--- config.mk ---
export PLATFORM = sky130hd
export DESIGN_NAME = issue_oldest_select
export DESIGN_NICKNAME = d
export VERILOG_FILES = /design/src/rtl/isel_pkg.sv /design/src/rtl/isel_quota.sv /design/src/rtl/isel_arbiter.sv /design/src/rtl/isel_bundle.sv /design/src/rtl/issue_oldest_select.sv
export SDC_FILE = /design/constraint.sdc
export NUM_CORES = 1
export LEC_CHECK = 0
export ABC_AREA = 1
export BUFFER_PORTS_ARGS = -buffer_cell sky130_fd_sc_hd__clkbuf_2
export CORE_MARGIN = 2
export CORE_UTILIZATION = 36
export DETAILED_ROUTE_END_ITERATION = 10
export GPL_TIMING_DRIVEN = 1
export SYNTH_ARGS = -nofsm -noshare
export SYNTH_HDL_FRONTEND = slang
export SYNTH_HIERARCHICAL = 1
export SYNTH_SLANG_ARGS = --single-unit
export TNS_END_PERCENT = 50
--- constraint.sdc ---
create_clock -name clk -period 16.6 [get_ports clk]
set_input_delay 1.66 -clock clk [delete_from_list [all_inputs] [get_ports clk]]
set_output_delay 1.66 -clock clk [all_outputs]
set_load 0.05 [all_outputs]
--- src/rtl/isel_pkg.sv ---
package isel_pkg;
    localparam int NUM_CLS = 5;
    localparam int CLS_W   = 3;

    typedef enum logic [CLS_W-1:0] {
        CLS_INT  = 3'd0,
        CLS_FP   = 3'd1,
        CLS_BR   = 3'd2,
        CLS_MEM  = 3'd3,
        CLS_MISC = 3'd4
    } cls_e;

    typedef enum logic [1:0] {
        ST_IDLE = 2'd0,
        ST_PICK = 2'd1,
        ST_DONE = 2'd2
    } sel_state_e;
endpackage

--- src/rtl/isel_quota.sv ---
module isel_quota
    import isel_pkg::*;
#(
    parameter int ISSUE_W = 4,
    parameter int INT_LIM = 2,
    parameter int FP_LIM  = 1,
    parameter int BR_LIM  = 1,
    parameter int MEM_LIM = 2
) (
    input  logic               clk,
    input  logic               rst_n,
    input  logic               clear,
    input  logic               take,
    input  logic [CLS_W-1:0]   take_cls,
    output logic [NUM_CLS-1:0] open
);
    localparam int CNT_W = $clog2(ISSUE_W + 1);

    function automatic int lim_of(input int c);
        int l;
        unique case (c)
            0:       l = INT_LIM;
            1:       l = FP_LIM;
            2:       l = BR_LIM;
            3:       l = MEM_LIM;
            default: l = ISSUE_W;
        endcase
        return (l > ISSUE_W) ? ISSUE_W : l;
    endfunction

    for (genvar c = 0; c < NUM_CLS; c++) begin : g_cls
        localparam int LIM = lim_of(c);
        logic [CNT_W-1:0] used_q;

        always_ff @(posedge clk) begin
            if (!rst_n || clear) begin
                used_q <= '0;
            end else if (take && take_cls == CLS_W'(c)) begin
                used_q <= used_q + 1'b1;
            end
        end

        assign open[c] = (used_q < CNT_W'(LIM));


        quota_cap_chk: assert property (@(posedge clk) disable iff (!rst_n)
            used_q <= CNT_W'(LIM));
    end
endmodule

--- src/rtl/isel_arbiter.sv ---
module isel_arbiter
    import isel_pkg::*;
#(
    parameter int SEQ_W = 8
) (
    input  logic [NUM_CLS-1:0]       cand,
    input  logic [NUM_CLS*SEQ_W-1:0] seq,
    input  logic [NUM_CLS-1:0]       squash,
    output logic                     any_cand,
    output logic [CLS_W-1:0]         win_cls,
    output logic                     win_squash,
    output logic [SEQ_W-1:0]         win_seq
);
    logic             sq_found;
    logic [CLS_W-1:0] sq_cls;
    logic             old_found;
    logic [CLS_W-1:0] old_cls;
    logic [SEQ_W-1:0] old_seq;

    always_comb begin
        sq_found  = 1'b0;
        sq_cls    = '0;
        old_found = 1'b0;
        old_cls   = '0;
        old_seq   = '0;
        for (int i = 0; i < NUM_CLS; i++) begin
            if (cand[i] && squash[i] && !sq_found) begin
                sq_found = 1'b1;
                sq_cls   = CLS_W'(i);
            end
            if (cand[i] && (!old_found || seq[i*SEQ_W +: SEQ_W] < old_seq)) begin
                old_found = 1'b1;
                old_cls   = CLS_W'(i);
                old_seq   = seq[i*SEQ_W +: SEQ_W];
            end
        end
        any_cand   = old_found;
        win_squash = sq_found;
        win_cls    = sq_found ? sq_cls : old_cls;
        win_seq    = old_seq;
    end
endmodule

--- src/rtl/isel_bundle.sv ---
module isel_bundle
    import isel_pkg::*;
#(
    parameter int ISSUE_W = 4,
    parameter int SEQ_W   = 8
) (
    input  logic                       clk,
    input  logic                       rst_n,
    input  logic                       clear,
    input  logic                       put,
    input  logic [SEQ_W-1:0]           put_seq,
    input  logic [CLS_W-1:0]           put_cls,
    output logic [ISSUE_W-1:0]         slot_valid,
    output logic [ISSUE_W*SEQ_W-1:0]   slot_seq,
    output logic [ISSUE_W*CLS_W-1:0]   slot_cls,
    output logic [$clog2(ISSUE_W+1)-1:0] count
);
    localparam int CNT_W = $clog2(ISSUE_W + 1);
    localparam int IDX_W = (ISSUE_W > 1) ? $clog2(ISSUE_W) : 1;

    logic [SEQ_W-1:0] seq_q [ISSUE_W];
    logic [CLS_W-1:0] cls_q [ISSUE_W];
    logic [IDX_W-1:0] wr_idx;

    assign wr_idx = count[IDX_W-1:0];

    always_ff @(posedge clk) begin
        if (!rst_n || clear) begin
            slot_valid <= '0;
            count      <= '0;
        end else if (put) begin
            slot_valid[wr_idx] <= 1'b1;
            count              <= count + 1'b1;
        end
    end

    always_ff @(posedge clk) begin
        if (put) begin
            seq_q[wr_idx] <= put_seq;
            cls_q[wr_idx] <= put_cls;
        end
    end

    for (genvar s = 0; s < ISSUE_W; s++) begin : g_out
        assign slot_seq[s*SEQ_W +: SEQ_W] = seq_q[s];
        assign slot_cls[s*CLS_W +: CLS_W] = cls_q[s];
    end


    slot_room_chk: assert property (@(posedge clk) disable iff (!rst_n)
        put |-> count < CNT_W'(ISSUE_W));
endmodule

--- src/rtl/issue_oldest_select.sv ---
module issue_oldest_select
    import isel_pkg::*;
#(
    parameter int SEQ_W   = 8,
    parameter int ISSUE_W = 4,
    parameter int INT_LIM = 2,
    parameter int FP_LIM  = 1,
    parameter int BR_LIM  = 1,
    parameter int MEM_LIM = 2
) (
    input  logic                         clk,
    input  logic                         rst_n,
    input  logic                         start,
    input  logic [4:0]                   head_valid,
    input  logic [5*SEQ_W-1:0]           head_seq,
    input  logic [4:0]                   head_squash,
    output logic [4:0]                   pop,
    output logic                         free_inc,
    output logic                         busy,
    output logic                         bundle_valid,
    output logic [ISSUE_W-1:0]           slot_valid,
    output logic [ISSUE_W*SEQ_W-1:0]     slot_seq,
    output logic [ISSUE_W*3-1:0]         slot_cls,
    output logic [$clog2(ISSUE_W+1)-1:0] issue_count
);
    localparam int CNT_W = $clog2(ISSUE_W + 1);

    sel_state_e           state_q, state_d;
    logic                 accept;
    logic [NUM_CLS-1:0]   open, cand;
    logic                 any_cand, win_squash, take, last_put;
    logic [CLS_W-1:0]     win_cls;
    logic [SEQ_W-1:0]     win_seq;

    assign accept   = (state_q == ST_IDLE) && start;
    assign cand     = (state_q == ST_PICK) ? (head_valid & open) : '0;
    assign take     = any_cand && !win_squash;
    assign last_put = take && (issue_count == CNT_W'(ISSUE_W - 1));

    isel_quota #(
        .ISSUE_W(ISSUE_W), .INT_LIM(INT_LIM), .FP_LIM(FP_LIM),
        .BR_LIM(BR_LIM), .MEM_LIM(MEM_LIM)
    ) i_quota (
        .clk(clk), .rst_n(rst_n), .clear(accept),
        .take(take), .take_cls(win_cls), .open(open)
    );

    isel_arbiter #(.SEQ_W(SEQ_W)) i_arb (
        .cand(cand), .seq(head_seq), .squash(head_squash),
        .any_cand(any_cand), .win_cls(win_cls),
        .win_squash(win_squash), .win_seq(win_seq)
    );

    isel_bundle #(.ISSUE_W(ISSUE_W), .SEQ_W(SEQ_W)) i_bundle (
        .clk(clk), .rst_n(rst_n), .clear(accept),
        .put(take), .put_seq(win_seq), .put_cls(win_cls),
        .slot_valid(slot_valid), .slot_seq(slot_seq),
        .slot_cls(slot_cls), .count(issue_count)
    );

    // State register
    always_ff @(posedge clk) begin
        if (!rst_n) state_q <= ST_IDLE;
        else        state_q <= state_d;
    end

    // Next state
    always_comb begin
        state_d = state_q;
        unique case (state_q)
            ST_IDLE: if (start) state_d = ST_PICK;
            ST_PICK: if (!any_cand || last_put) state_d = ST_DONE;
            ST_DONE: state_d = ST_IDLE;
            default: state_d = ST_IDLE;
        endcase
    end

    // Outputs
    always_comb begin
        pop          = '0;
        if (any_cand) pop[win_cls] = 1'b1;
        free_inc     = take;
        busy         = (state_q != ST_IDLE);
        bundle_valid = (state_q == ST_DONE);
    end


    pop_onehot_chk: assert property (@(posedge clk) disable iff (!rst_n)
        $onehot0(pop));

    free_has_pop_chk: assert property (@(posedge clk) disable iff (!rst_n)
        free_inc |-> (pop != '0));

    pop_needs_head_chk: assert property (@(posedge clk) disable iff (!rst_n)
        (pop & ~head_valid) == '0);

    bundle_pulse_chk: assert property (@(posedge clk) disable iff (!rst_n)
        bundle_valid |=> !bundle_valid);

    slot_count_chk: assert property (@(posedge clk) disable iff (!rst_n)
        bundle_valid |-> $countones(slot_valid) == int'(issue_count));

    start_gate_chk: assert property (@(posedge clk) disable iff (!rst_n)
        $rose(busy) |-> $past(start));
endmodule

# Word-level counts from Yosys, hierarchy flattened

Memories as Yosys holds them, arrays and structs flattened.
Index checks and enable logic that the tools add are counted.

Add/subtract/negate cells: 6
$lt $le $gt $ge: 13
Eq/ne operators: 9
Multiplexer cells: 35
Bitwise operators: 2
Reduce and logical (&&, ||, !) cells: 44

Operators by type and width:

| operator              | number |
|---|---|
| $mux W8               | 5 |
| $lt A8 B8 Y1          | 4 |
| $logic_and A1 B1 Y1   | 23 |
| $add A3 B1 Y3 const B | 6 |
| $mux W1               | 16 |
| $mux W2               | 6 |
| $logic_not A1 Y1      | 11 |
| $mux W5               | 2 |
| $eq A3 B2 Y1 const B  | 3 |
| $mux W3               | 3 |
| $logic_or A1 B1 Y1    | 6 |
| $lt A3 B1 Y1 const B  | 2 |
| $lt A3 B2 Y1 const B  | 2 |
| $and A5 B5 Y5         | 1 |
| $lt A3 B4 Y1 const B  | 1 |
| $or A4 B4 Y4          | 1 |
| $pmux W2 S2           | 1 |
| $demux W1 S3          | 1 |
| $eq A3 B1 Y1 const B  | 1 |
| $eq A3 B3 Y1 const B  | 1 |
| $ge A3 B1 Y1 const B  | 1 |
| $logic_not A3 Y1      | 1 |
| $lt A2 B3 Y1 const B  | 1 |
| $lt A3 B3 Y1 const B  | 1 |
| other kinds (9)       | 9 |

Flip-flop bits (word level): 24
Memory bits (writable): 44
Input bits: 53
Output and inout port bits: 59
Word-level logic and storage cells: 119
Memories: 2

Memories:

| memory         | depth | bits a word | rd ports | clocked after memory_dff | wr ports | line              | source |
|---|---|---|---|---|---|---|---|
| i_bundle.seq_q | 4     | 8           | 4        | 0                        | 1        | isel_bundle.sv:21 | `logic [SEQ_W-1:0] seq_q [ISSUE_W];` |
| i_bundle.cls_q | 4     | 3           | 4        | 0                        | 1        | isel_bundle.sv:22 | `logic [CLS_W-1:0] cls_q [ISSUE_W];` |

# Depth between registers and ports, before layout

Depth in word-level cells: 26
Depth in mapped cells: 58
Mapped depth without buffers: 54

# By module

The synthesis kept the hierarchy.

By module, submodules not included:

| module              | times used | cells each | area each (µm²) | seq. area each (µm²) |
|---|---|---|---|---|
| isel_bundle         | 1          | 90         | 1654.1          | 1461.4 |
| isel_arbiter        | 1          | 235        | 1251.2          | 0.0 |
| isel_quota          | 1          | 133        | 842.1           | 300.3 |
| issue_oldest_select | 1          | 42         | 221.5           | 40.0 |

# Worst setup path after synthesis

Ideal clock, no wire load.

Kind: input-to-output
Start: in head_valid[0]
End: out pop[1]
Data arrival time: 8.357 ns
Data required time: 14.940 ns
Path slack: 6.583 ns
Cell stages on the path: 45
Path buffers: 4
Cell sequence: nand2_1 nor2_1 clkbuf_1 nand2_1 ha_1 nand2_1 o21a_1 nand2_1 nand2_2 nand2_2 clkbuf_1 nand2_1 o21ai_0 ha_1 a21oi_1 nor2_1 a211oi_1 nand2_1 [9 not listed] nand2_1 nand2_2 buf_2 inv_1 nand2_1 o21ai_0 inv_1 ha_1 a21oi_1 nor2_1 a211oi_1 nand2_1 nand2_4 nand2_4 nand2_1 nand2_1 or2_1 nor3_1

Longest elaborated chain between the ends: 25
Elaborated cells on any way between the ends: 56
Classes of those cells: 6 x order compare; 27 x mux; 1 x bitwise; 22 x reduce/logical

Ends and longest elaborated chain:

| what                                                               | line                      | source |
|---|---|---|
| start, declared                                                    | issue_oldest_select.sv:14 | `input logic [4:0] head_valid,` |
| $and A5 B5 Y5 (*)                                                  | issue_oldest_select.sv:36 | `assign cand = (state_q == ST_PICK) ? (head_valid & open) : '0;` |
| $mux W5 (*)                                                        | issue_oldest_select.sv:36 |  |
| net cand[0]                                                        | issue_oldest_select.sv:30 | `logic [NUM_CLS-1:0] open, cand;` |
| $mux W8 or $mux W1 (tied branches)                                 | isel_arbiter.sv:31        | `if (cand[i] && (!old_found \|\| seq[i*SEQ_W +: SEQ_W] < old_seq)) begin` |
| $lt A8 B8 Y1 or $logic_not A1 Y1 (tied branches)                   | isel_arbiter.sv:31        |  |
| $logic_or A1 B1 Y1                                                 | isel_arbiter.sv:31        |  |
| $logic_and A1 B1 Y1                                                | isel_arbiter.sv:31        |  |
| $mux W8 or $mux W1 (tied branches)                                 | isel_arbiter.sv:31        |  |
| [11 not listed]                                                    | -                         |  |
| $mux W3                                                            | isel_arbiter.sv:31        |  |
| $mux W3 (*)                                                        | isel_arbiter.sv:39        | `win_cls = sq_found ? sq_cls : old_cls;` |
| net win_cls[1]                                                     | issue_oldest_select.sv:32 | `logic [CLS_W-1:0] win_cls;` |
| $lt A3 B4 Y1 (implied by the code) or $ge A3 B1 Y1 (tied branches) | issue_oldest_select.sv:81 | `if (any_cand) pop[win_cls] = 1'b1;` |
| $logic_and A1 B1 Y1 (implied by the code)                          | issue_oldest_select.sv:81 |  |
| $mux W1 (implied by the code)                                      | issue_oldest_select.sv:81 |  |
| $demux W1 S3 (*)                                                   | issue_oldest_select.sv:81 |  |
| $mux W5 (*)                                                        | issue_oldest_select.sv:81 |  |
| end, declared                                                      | issue_oldest_select.sv:17 | `output logic [4:0] pop,` |

Mark *: on every way through the listed nets, which the timed path passes. The rest lies on a longest branch.

# Final worst setup path

Ends and elaborated chain as after synthesis.

==> summary.md <==
| Metric | Value |
|---|---|
| Total Wirelength | 9060 µm |
| Ranking of synthesized cells by area | edfxtp_1 33%, nand2_1 16%, dfxtp_1 12% |
| Layout cell share with drive strength beyond 1 | 0.2468 |
| Synth Cell Area | 3969 µm² |
| Adder-Cell Fraction of Synth Area | 0.1166 |
| Hold Vio Cnt, Final | 0 |
| Worst Skew | 6.694 ps |
| Grt met2 use | 0.2733 |
| Mapped Cells | 500 |
| Die area | 11880 µm² |
| CTS tree | yes |
| Avg WL per Cell | 11.92 µm |
| Max VDD drop | 0.00004849 V |
| I/O Buffers | 111 |
| Detailed-route via count | 3487 |
| Maxcap violations | 0 |
| Reg clk slew, reported paths | 70 ps |
| Crit share post-route | 0.6209 |
| Grt ovf | 0 |
| Power Density | 103.0 nW/µm² |
| Hold Path Origin | i_bundle/slot_valid[3] |
| Relative slew slack | 0.4220 |
| # setup viols final | 0 |
| CP arrival | 8650 ps |
| Syn nets | 590 |
| Core area | 10790 µm² |
| Sequential area share after synthesis | 0.4540 |
| Total power draw | 502.5 µW |
| Tot GR Track Use | 0.1572 |
| Post-synth EDFFs | 44 |
| Synth area leader | edfxtp_1 |
| Worst min-delay path class | reg2reg |
| TritonCTS buffer count | 9 |
| Run status | completed |
| Synth top area share | 0.3329 |
| DR iter-0 viols | 124 |
| Fill cell count | 1029 |
| Die Span X | 109.0 µm |
| Non-filler cells, final | 760 |
| H-tree levels | 3 |
| DRC errors left | 0 |
| Hold Path Depth | 2 |
| Post-route ant nets | 0 |
| Xor/xnor share of the synthesized area | 0.002207 |
| Hold EP | i_bundle/slot_valid[3] |
| Largest net degree at the start of global routing | 18 |
| # diodes | 0 |
| Yosys cell types | 27 |
| Post-cts resize count | 0 |
| GPL Wtd Cong | 0.8234 |
| Synth Area in Simple Gates | 0.3049 |
| Worst setup path start | head_valid[0] |
| Final Max Slew Viols | 0 |
| Initial antenna violation count | 0 |
| CP endpoint kind | output pin |
| Startpoint Class | input port |
| Synth warn | 6 |
| Nets | 705 |
| # IOs | 112 |
| Most Crowded Layer GR | met2 |
| Met3 Use GR | 0.03527 |
| Root Driver | clkbuf_8 |
| Rows | 38 |
| Crit path top cell by count | nand2_1 |
| Post-layout min period | 10310 ps |
| Clock sinks | 68 |
| Asr flop ratio synth | 0 |
| Largest family of logic cells by synthesized area | simple AND/OR/NAND/NOR gates |
| Detailed Routing Iterations Pass 1 | 6 |
| Synth Area in Compound Gates | 0.05580 |
| Vias in the first global route | 3168 |
| RSZ-0062 raised after global routing | false |
| Slew of the pin with the lowest slew margin | 863.9 ps |
| Top_reg_cell synth | edfxtp_1 |
| Cts hold-fix bufs | 0 |
| DP Wirelength | 7384 µm |
| Global Route met1 Usage | 0.1950 |
| Post-synthesis mux area share | 0 |
| CP max-delay cell | nor2_1 |
| Req. time, crit path | 14940 ps |
| CP max stage delay | 580 ps |
| Setup tns final | 0 ps |
| Worst Reg-to-Reg Cells | 43 |
| R2R setup slack | 9220 ps |
| Reg-to-Reg Start | state_q[0] |
| Inst Count DP | 744 |
| Die Y | 109.0 µm |
| Avg Inst Size Synth | 7.938 µm² |
| Area delta synth->final | 22.95% |
| Post-synth top cells | 166 x nand2_1, 67 x nor2_1, 52 x inv_1, 44 x edfxtp_1, 37 x ha_1 |
| Kind of critical path | in2out |
| Worst-Skew Late Latency | 340 ps |
| Count leader, synth | nand2_1 |
| Post-CTS setup buffers | 0 |
| P_leak | 2.491 nW |
| Flops & latches, synth | 68 |
| Clock Tree Buf Depth | 2 |
| Via density | 4.588 |
| First-pass GRT wire length | 14370 µm |
| Initial Utilization | 0.3677 |
| FF-to-FF End | i_quota/g_cls[0].used_q[1] |
| Worst-path fanout max | 17 |
| Fmax | 0.09703 GHz |
## worst max-delay path, delay by kind of cell
kind / cells / cell delay, ps
buffers and inverters: 4 / 580
AO/OA/AOI/OAI: 11 / 1930
adder cells (fa/ha/maj): 4 / 1260
AND/OR/NAND/NOR: 23 / 3180
## placed cells by master, fill, tap and decap left out, types with 4 or more instances in the layout
cell type / netlist / layout
edfxtp_1: 44 / 44
inv_1: 52 / 52
nand2_1: 166 / 166
nand2_2: 9 / 9
nand3_1: 25 / 25
nor3_1: 5 / 5
inv_2: 7 / 7
clkbuf_2: 0 / 111
o21ai_0: 21 / 21
dfxtp_1: 24 / 24
clkbuf_8: 0 / 9
nand3b_1: 4 / 4
nor2_1: 67 / 67
a21oi_1: 14 / 14
ha_1: 37 / 37
## final cells by class
class | instances | area (µm²) | area share
multi-input cells | 366 | 1903 | 0.3900
flip-flops and latches | 68 | 1802 | 0.3692
repair buffers | 111 | 555.5 | 0.1138
inverters | 59 | 221.5 | 0.04538
well taps | 140 | 175.2 | 0.03590
clock buffers | 9 | 123.9 | 0.02538
clock inverters | 7 | 98.84 | 0.02026
## stage by stage
stage / area [µm²] / setup slack (ps) / util / hold slack (ps)
finish: 4880 / 6294 / 0.4521 / 476.8
global route: 4880 / 5593 / 0.4521 / 502.6
CTS: 4880 / 6307 / 0.4521 / 480.2
detailed placement: 4657 / 6299 / 0.4315 / 463.3
global placement: 4657 / 6700 / 0.4315 / 459.0
floorplan: 3969 / 6583 / - / 452.8
## cells by family (layout without fill, tap and decap cells)
logic type | count (synthesis) | count (layout)
xor+xnor | 1 | 1
compound gates | 41 | 41
simple gates | 287 | 287
buf+inv | 66 | 186
fa+ha+maj | 37 | 37
flops | 68 | 68
## worst max-delay path by stage
stage,cells past startpoint,to
2_1_floorplan,45,pop[1]
3_3_place_gp,42,pop[1]
3_5_place_dp,42,pop[1]
4_1_cts,42,pop[1]
5_1_grt,42,pop[1]
6_report,42,pop[1]
## sequential cells by signal, summed over array words and instances, names as in the netlist
register	flops
i_bundle/seq_q	32
i_quota/g_cls.used_q	15
i_bundle/slot_valid	4
i_bundle/cls_q	12
i_bundle/count	3
state_q	2
## metal layers
metal / vias to the layer above / share of wire
li1: 1836 / -
met1: 1549 / 0.46
met2: 96 / 0.47
met3: 6 / 0.058
met4: 0 / 0.011
met5: - / 0
## power breakdown
part	total, mW	internal (mW)	leakage (nW)	switching, mW
Combinational	0.153	0.0422	1.78	0.110
Sequential	0.202	0.197	0.603	0.00467
Clock	0.148	0.0852	0.110	0.0630
Total	0.502	0.325	2.49	0.178
Note: power is estimated with default switching activity, not from simulation.
